**src/rtl/lru_stack_pkg.sv**
```systemverilog
package lru_stack_pkg;

  // Number of bits needed to name one way of the set.
  function automatic int unsigned way_id_bits(input int unsigned ways);
    return (ways <= 2) ? 1 : $clog2(ways);
  endfunction

  // Way ID that a stack position holds after reset: identity order.
  function automatic int unsigned reset_way_at(input int unsigned pos);
    return pos;
  endfunction

endpackage

```
**src/rtl/lru_match_scan.sv**
```systemverilog
// Compares every stack position with the referenced ID and reports, for each
// position, whether no position above it held the ID.
module lru_match_scan #(
  parameter int unsigned NUM_WAYS = 4,
  parameter int unsigned ID_W     = 2
) (
  input  logic [NUM_WAYS*ID_W-1:0] order_flat,
  input  logic [ID_W-1:0]          ref_way,
  output logic [NUM_WAYS-1:0]      match_vec,
  output logic [NUM_WAYS-1:0]      clear_above,
  output logic                     found
);

  for (genvar p = 0; p < NUM_WAYS; p++) begin : g_cmp
    assign match_vec[p] = (order_flat[p*ID_W +: ID_W] == ref_way);
  end

  // clear_above[p] = 1 when positions 0..p-1 all differ from ref_way
  always_comb begin
    logic seen;
    seen = 1'b0;
    for (int p = 0; p < NUM_WAYS; p++) begin
      clear_above[p] = ~seen;
      seen = seen | match_vec[p];
    end
  end

  assign found = |match_vec;

endmodule

```
**src/rtl/lru_stack_slot.sv**
```systemverilog
// One register of the recency chain.
module lru_stack_slot #(
  parameter int unsigned ID_W     = 2,
  parameter int unsigned RESET_ID = 0
) (
  input  logic            clk,
  input  logic            rst_n,
  input  logic            load,
  input  logic [ID_W-1:0] d,
  output logic [ID_W-1:0] q
);

  always_ff @(posedge clk or negedge rst_n) begin
    if (!rst_n)    q <= ID_W'(RESET_ID);
    else if (load) q <= d;
  end

endmodule

```
**src/rtl/lru_regstack.sv**
```systemverilog
module lru_regstack
  import lru_stack_pkg::*;
#(
  parameter int unsigned NUM_WAYS = 4,
  parameter int unsigned ID_W     = way_id_bits(NUM_WAYS)
) (
  input  logic                     clk,
  input  logic                     rst_n,
  input  logic                     ref_valid,
  input  logic [ID_W-1:0]          ref_way,
  output logic [ID_W-1:0]          victim_way,
  output logic [NUM_WAYS*ID_W-1:0] order_flat
);

  localparam int unsigned ORDER_W = NUM_WAYS * ID_W;
  localparam int unsigned BOT     = NUM_WAYS - 1;

  // Internal events, named for the checker
  logic [NUM_WAYS-1:0] match_vec;
  logic [NUM_WAYS-1:0] clear_above;
  logic                found;
  logic [NUM_WAYS-1:0] load_vec;
  logic [ORDER_W-1:0]  stack_q;

  lru_match_scan #(.NUM_WAYS(NUM_WAYS), .ID_W(ID_W)) u_scan (
    .order_flat (stack_q),
    .ref_way    (ref_way),
    .match_vec  (match_vec),
    .clear_above(clear_above),
    .found      (found)
  );

  for (genvar p = 0; p < NUM_WAYS; p++) begin : g_slot
    logic [ID_W-1:0] slot_d;
    if (p == 0) begin : g_top
      // Top takes the new ID unless it already holds it
      assign load_vec[p] = ref_valid & found & clear_above[p] & ~match_vec[p];
      assign slot_d      = ref_way;
    end else begin : g_mid
      // Shift down from above while no upper position held the ID
      assign load_vec[p] = ref_valid & found & clear_above[p];
      assign slot_d      = stack_q[(p-1)*ID_W +: ID_W];
    end
    lru_stack_slot #(.ID_W(ID_W), .RESET_ID(reset_way_at(p))) u_slot (
      .clk  (clk),
      .rst_n(rst_n),
      .load (load_vec[p]),
      .d    (slot_d),
      .q    (stack_q[p*ID_W +: ID_W])
    );
  end

  assign order_flat = stack_q;
  assign victim_way = stack_q[BOT*ID_W +: ID_W];

endmodule

```
**config.mk**
```make
export PLATFORM = sky130hd
export DESIGN_NAME = lru_regstack
export DESIGN_NICKNAME = d
export VERILOG_FILES = /design/src/rtl/lru_stack_pkg.sv /design/src/rtl/lru_match_scan.sv /design/src/rtl/lru_stack_slot.sv /design/src/rtl/lru_regstack.sv
export SDC_FILE = /design/constraint.sdc
export NUM_CORES = 1
export LEC_CHECK = 0
export ABC_AREA = 1
export BUFFER_PORTS_ARGS = -buffer_cell sky130_fd_sc_hd__buf_2
export CAP_MARGIN = 10
export CORE_AREA = 3 3 40 42
export CTS_CLUSTER_SIZE = 30
export DETAILED_ROUTE_END_ITERATION = 12
export DIE_AREA = 0 0 43 45
export GPL_TIMING_DRIVEN = 0
export PLACE_DENSITY = 0.74
export SLEW_MARGIN = 20
export SYNTH_ARGS = -nofsm -noshare
export SYNTH_HDL_FRONTEND = slang
export SYNTH_SLANG_ARGS = --single-unit
```
**constraint.sdc**
```tcl
create_clock -name clk -period 3.7 [get_ports clk]
set_input_delay 0.185 -clock clk [delete_from_list [all_inputs] [get_ports clk]]
set_output_delay 0.185 -clock clk [all_outputs]
set_load 0.05 [all_outputs]
```
* After elaboration in Yosys (flattened, before gate mapping)
Index checks and enable logic that the tools add are counted.
Widths: inputs -> output; s select.
** Storage, ports and cells
- Input port bits :: 5
- Register bits after elaboration :: 8
** Cells by class
- Eq/ne operators :: 4
- Reductions and logical operators :: 1
- Bitwise operators :: 9
** Operator list (count)
- $eq 2x2->1 :: 4
- $and 1x1->1 :: 4
- $reduce_or 4->1 :: 1
- $not 1->1 :: 3
- $or 1x1->1 :: 2

* Longest topological paths before layout
- Depth in word-level cells :: 5
- Mapped depth :: 10
- Mapped depth without buffers :: 10

* Hierarchy
A second synthesis with hierarchy kept.
** Unflattened totals
- Cells, all modules :: 98
- Area total of the unflattened synthesis :: 566.8 um^2
** Modules (own cells, without submodules)
- lru_match_scan :: area each 198.9 um^2, seq. area each 0.0 um^2, cells each 50, instances 1
- lru_stack_slot at g_slot[1].u_slot ... :: area each 77.6 um^2, seq. area each 51.3 um^2, cells each 9, instances 2
- lru_stack_slot at g_slot[3].u_slot :: area each 78.8 um^2, seq. area each 52.6 um^2, cells each 9, instances 1
- lru_stack_slot at g_slot[0].u_slot :: area each 76.3 um^2, seq. area each 50.0 um^2, cells each 9, instances 1
- lru_regstack :: area each 57.6 um^2, seq. area each 0.0 um^2, cells each 12, instances 1

* Least setup slack after synthesis
No wires, ideal clock.
- Kind :: register to register
- Start point :: register g_slot[0].u_slot.q[0]
- End point :: register g_slot[1].u_slot.q[1]
- Period minus slack after synthesis :: 1.547 ns
- Buffers on the path :: 0
- Cell stages (with the launch flop) :: 10
- Slack :: 2.153 ns
- Library setup time :: 0.120 ns
- Arrival :: 1.427 ns
- Cells stage by stage :: dfrtp_1 -> inv_1 -> nand2_1 -> nand2_1 -> nor2_4 -> nor2_8 -> nand2_4 -> nand3_2 -> nand2_1 -> nand2_1
** Between the ends
- Cells in the longest elaborated chain, start to end :: 4
- Elaborated cells on any way between the ends :: 5
** Ends and longest elaborated chain
- from (decl) :: line lru_stack_slot.sv:10 : output logic [ID_W-1:0] q
- from (signal assigned) :: line lru_stack_slot.sv:14 : if (!rst_n) q <= ID_W'(RESET_ID);
- $eq 2x2->1 (*) :: line lru_match_scan.sv:15 : assign match_vec[p] = (order_flat[p*ID_W +: ID_W] == ref_way);
- $reduce_or 4->1 :: line lru_match_scan.sv:28 : assign found = |match_vec;
- $and 1x1->1 :: line lru_regstack.sv:41 : assign load_vec[p] = ref_valid & found & clear_above[p];
- $and 1x1->1 (*) :: line lru_regstack.sv:41
- to (signal assigned) :: line lru_stack_slot.sv:14
- to (decl) :: line lru_stack_slot.sv:10
Mark *: on every way between the ends. The rest lies on a longest branch, timed or not.
A chain may end at the register's enable or synchronous reset.

* Final worst setup path
- Start point :: register g_slot[2].u_slot.q[1]
- End point :: register g_slot[2].u_slot.q[0]
** Between the ends
- Cells in the longest elaborated chain, start to end :: 4
** Ends and longest elaborated chain (line)
- from (decl) :: lru_stack_slot.sv:10
- from (signal assigned) :: lru_stack_slot.sv:14
- $eq 2x2->1 :: lru_match_scan.sv:15
- $reduce_or 4->1 :: lru_match_scan.sv:28
- $and 1x1->1 (2 in a row) :: lru_regstack.sv:41
Every way passes these cells.

==> insert_results.sql <==
INSERT INTO impl_metrics (metric_group, metric, value, unit) VALUES
('critical_path', 'register_to_register_path_setup_slack', '2320', 'ps'),
('grt', 'grt_util_all_layers', '14.5', '%'),
('die', 'die_outline_width', '43', 'um'),
('logic_synthesis', 'mappedNetlistNets', '92', ''),
('power_and_ir_drop', 'leakagePower', '0.000414', 'uW'),
('power_and_ir_drop', 'pwr_density_cell', '1030', 'nW/um^2'),
('logic_synthesis', 'post_synth_instance_area', '594', 'sq um'),
('cts', 'cts_setup_buffers', '0', ''),
('critical_path', 'worst-path-buf-inv', '1', ''),
('grt', 'grt_first_pass_wirelength', '2110', 'um'),
('logic_synthesis', 'synth-seq-cells', '8', ''),
('placement', 'buffer_ports.inserted', '13', ''),
('logic_synthesis', 'syn-instance-count', '87', ''),
('logic_synthesis', 'synth_top_cells_by_area', 'sky130_fd_sc_hd__nand2_1, sky130_fd_sc_hd__dfstp_2, sky130_fd_sc_hd__dfrtp_1', ''),
('cts', 'ctsRootBufferMaster', 'sky130_fd_sc_hd__clkbuf_4', ''),
('critical_path', 'critical_path.max_fanout', '9', ''),
('critical_path', 'worstSetupPathType', 'flop to flop', ''),
('logic_synthesis', 'synthesis.yosys.warnings', '0', ''),
('timing', 'worstMarginPinSlew', '250', 'ps'),
('die', 'design.die.area', '1940', 'sq um'),
('critical_path', 'timing.rr.end', 'g_slot[2].u_slot.q[0]$_DFFE_PN0P_', ''),
('timing', 'max_clock_skew', '8.88', 'ps'),
('grt', 'antenna_found_initial', '0', ''),
('logic_synthesis', 'yosysTopAreaCell', 'sky130_fd_sc_hd__nand2_1', ''),
('power_and_ir_drop', 'power.ir.vdd_worst', '0.000460', 'V'),
('critical_path', 'worst_ep_required_time', '3830', 'ps'),
('timing', 'drv_slew', '0', ''),
('route', 'drc', '0', ''),
('die', 'design.portCount', '15', ''),
('timing', 'post-route-min-period', '1380', 'ps'),
('placement', 'gp_congestion', '0.746', ''),
('finish', 'flip_flop_count_of_the_largest_register_after_layout', '8', ''),
('route', 'route.vias.total', '575', ''),
('critical_path', 'critical_path_arrival', '1510', 'ps'),
('cts', 'clk_latency', '250', 'ps'),
('timing', 'max_clock_freq', '724', 'MHz'),
('finish', 'reg_with_most_ffs', 'g_slot.u_slot.q', ''),
('logic_synthesis', 'synth.top_cell.area_share', '27.2', '%'),
('critical_path', 'critical_path.cell_chain', 'inv_1, nand2_1, nand2_1, nor2_2, nor2_2, nand2_4, nand3_2, nand2_1, nand2_1', ''),
('route', 'dr.first_iter.drc_count', '14', ''),
('die', 'row_count', '13', ''),
('timing', 'holdWs', '271', 'ps'),
('critical_path', 'crit_path_end_kind', 'flop', ''),
('cts', 'htree_num_levels', '1', ''),
('placement', 'post-place-cells', '115', ''),
('finish', 'layoutNonFillerInstCount', '120', ''),
('cts', 'tritoncts', 'done', ''),
('logic_synthesis', 'yosysSeqAreaShare', '34.5', '%'),
('grt', 'grt_remaining_overflow', '0', ''),
('finish', 'syn2layout_area_growth', '20.2', '%'),
('finish', 'fillerInstances', '133', ''),
('flow_run', 'number_of_max_capacitance_violations_reported', '0', ''),
('grt', 'grt_max_degree', '11', ''),
('timing', 'setup_viol_count_final', '0', ''),
('route', 'routed_via_density', '4.79', ''),
('hold_path', 'hp-class', 'primary input to flop', ''),
('finish', 'drive_above_1_share', '33.3', '%'),
('critical_path', 'cp.depth', '9', ''),
('route', 'routed_wirelength', '1250', 'um'),
('cts', 'clk_transition_reported_paths', '60', 'ps'),
('finish', 'most_common_cell_after_layout_fill_and_taps_aside', 'sky130_fd_sc_hd__nand2_1', ''),
('outcome', 'outcome', 'complete, no violations', ''),
('timing', 'period_share', '37.4', '%'),
('finish', 'most-common-layout-cells', 'sky130_fd_sc_hd__nand2_1, sky130_fd_sc_hd__buf_2, sky130_fd_sc_hd__inv_1', ''),
('critical_path', 'crit_path_top_delay_cell', 'sky130_fd_sc_hd__dfstp_2', ''),
('finish', 'antenna_cells', '0', ''),
('cts', 'max-clock-path-buffers', '2', ''),
('timing', 'relSlewSlack', '83.5', '%'),
('finish', 'largestRegisters', 'g_slot.u_slot.q (8)', ''),
('critical_path', 'worst_setup_path_endpoint', 'g_slot[2].u_slot.q[0]$_DFFE_PN0P_', ''),
('cts', 'cts-buffers-inserted', '3', '');
==> worst min-delay path: cells and delay by family <==
kind                   cells  cell delay (ps)
buffers and inverters      1              180
and+or+nand+nor            2              160
==> cell usage after synthesis <==
cell,instances
sky130_fd_sc_hd__buf_2,1
sky130_fd_sc_hd__buf_4,2
sky130_fd_sc_hd__dfrtp_1,4
sky130_fd_sc_hd__dfstp_2,4
sky130_fd_sc_hd__inv_1,9
sky130_fd_sc_hd__inv_2,3
sky130_fd_sc_hd__nand2_1,43
sky130_fd_sc_hd__nand2_2,1
sky130_fd_sc_hd__nand2_4,2
sky130_fd_sc_hd__nand3_2,2
sky130_fd_sc_hd__nand4_1,7
sky130_fd_sc_hd__nor2_1,2
sky130_fd_sc_hd__nor2_2,2
sky130_fd_sc_hd__nor2_4,1
sky130_fd_sc_hd__nor2_8,1
sky130_fd_sc_hd__o21ai_1,2
sky130_fd_sc_hd__xnor2_1,1
==> worst min-delay path by stage <==
stage                                                   end       from  slack, ps  depth (start not counted)
after global routing      g_slot[1].u_slot.q[0]$_DFFE_PN1P_  ref_valid        280                          3
after CTS                 g_slot[1].u_slot.q[0]$_DFFE_PN1P_  ref_valid        260                          3
after global placement    g_slot[2].u_slot.q[0]$_DFFE_PN0P_      rst_n         30                          1
after floorplan           g_slot[0].u_slot.q[0]$_DFFE_PN0P_      rst_n       -110                          0
final                     g_slot[1].u_slot.q[0]$_DFFE_PN1P_  ref_valid        270                          3
after detailed placement  g_slot[2].u_slot.q[0]$_DFFE_PN0P_      rst_n         40                          1
==> metal layers <==
layer	vias to the layer above	GRT usage (%)	wire, um
li1	300	-	-
met1	259	19.6	587
met2	14	23.1	587
met3	2	1.59	64
met4	0	7.23	10
met5	-	0	0
==> logic make-up (layout without fill, tap and decap cells) <==
kind of cell / after synthesis / after routing / share of synthesized area [%]
buffers and inverters: 15 / 33 / 10.9
AOI/OAI and AO/OA: 2 / 2 / 1.68
and+or+nand+nor: 61 / 61 / 51.4
xor gates and xnor gates: 1 / 1 / 1.47
DFF: 8 / 8 / 34.5
==> final cells by class <==
type	count	area [sq um]	share of cell area [%]
Tap cell	15	18.8	2.63
Timing Repair Buffer	14	75.1	10.5
Inverter	12	45.0	6.30
Buffer	3	20.0	2.80
Multi-Input combinational cell	64	324	45.4
Sequential cell	8	205	28.7
Clock buffer	4	26.3	3.68
==> through the flow <==
stage | setup WS (ps) | utilization, % | instance area, sq um | power, uW
final | 2320 | 55.6 | 714 | 738
after global routing | 2190 | 55.6 | 714 | 797
after CTS | 2320 | 55.6 | 714 | 745
after detailed placement | 2330 | 52.8 | 678 | 670
after global placement | 2360 | 52.8 | 678 | 662
after floorplan | 2150 | - | 594 | 580
==> power breakdown <==
| part | total [uW] | internal (uW) | leakage, uW | switching, uW |
|---|---|---|---|---|
| Sequential | 195 | 141 | 0.0000920 | 53.5 |
| Combinational | 473 | 133 | 0.000307 | 340 |
| Clock | 70.0 | 41.2 | 0.0000150 | 28.8 |
| Total | 738 | 315 | 0.000414 | 423 |
==> what timing repair did <==
item                                   in CTS  in global routing
resized for setup                           0                  0
endpoints found under the hold margin       8                  0
hold buffers                                1                  0
Note: power is estimated with default switching activity, not from simulation.
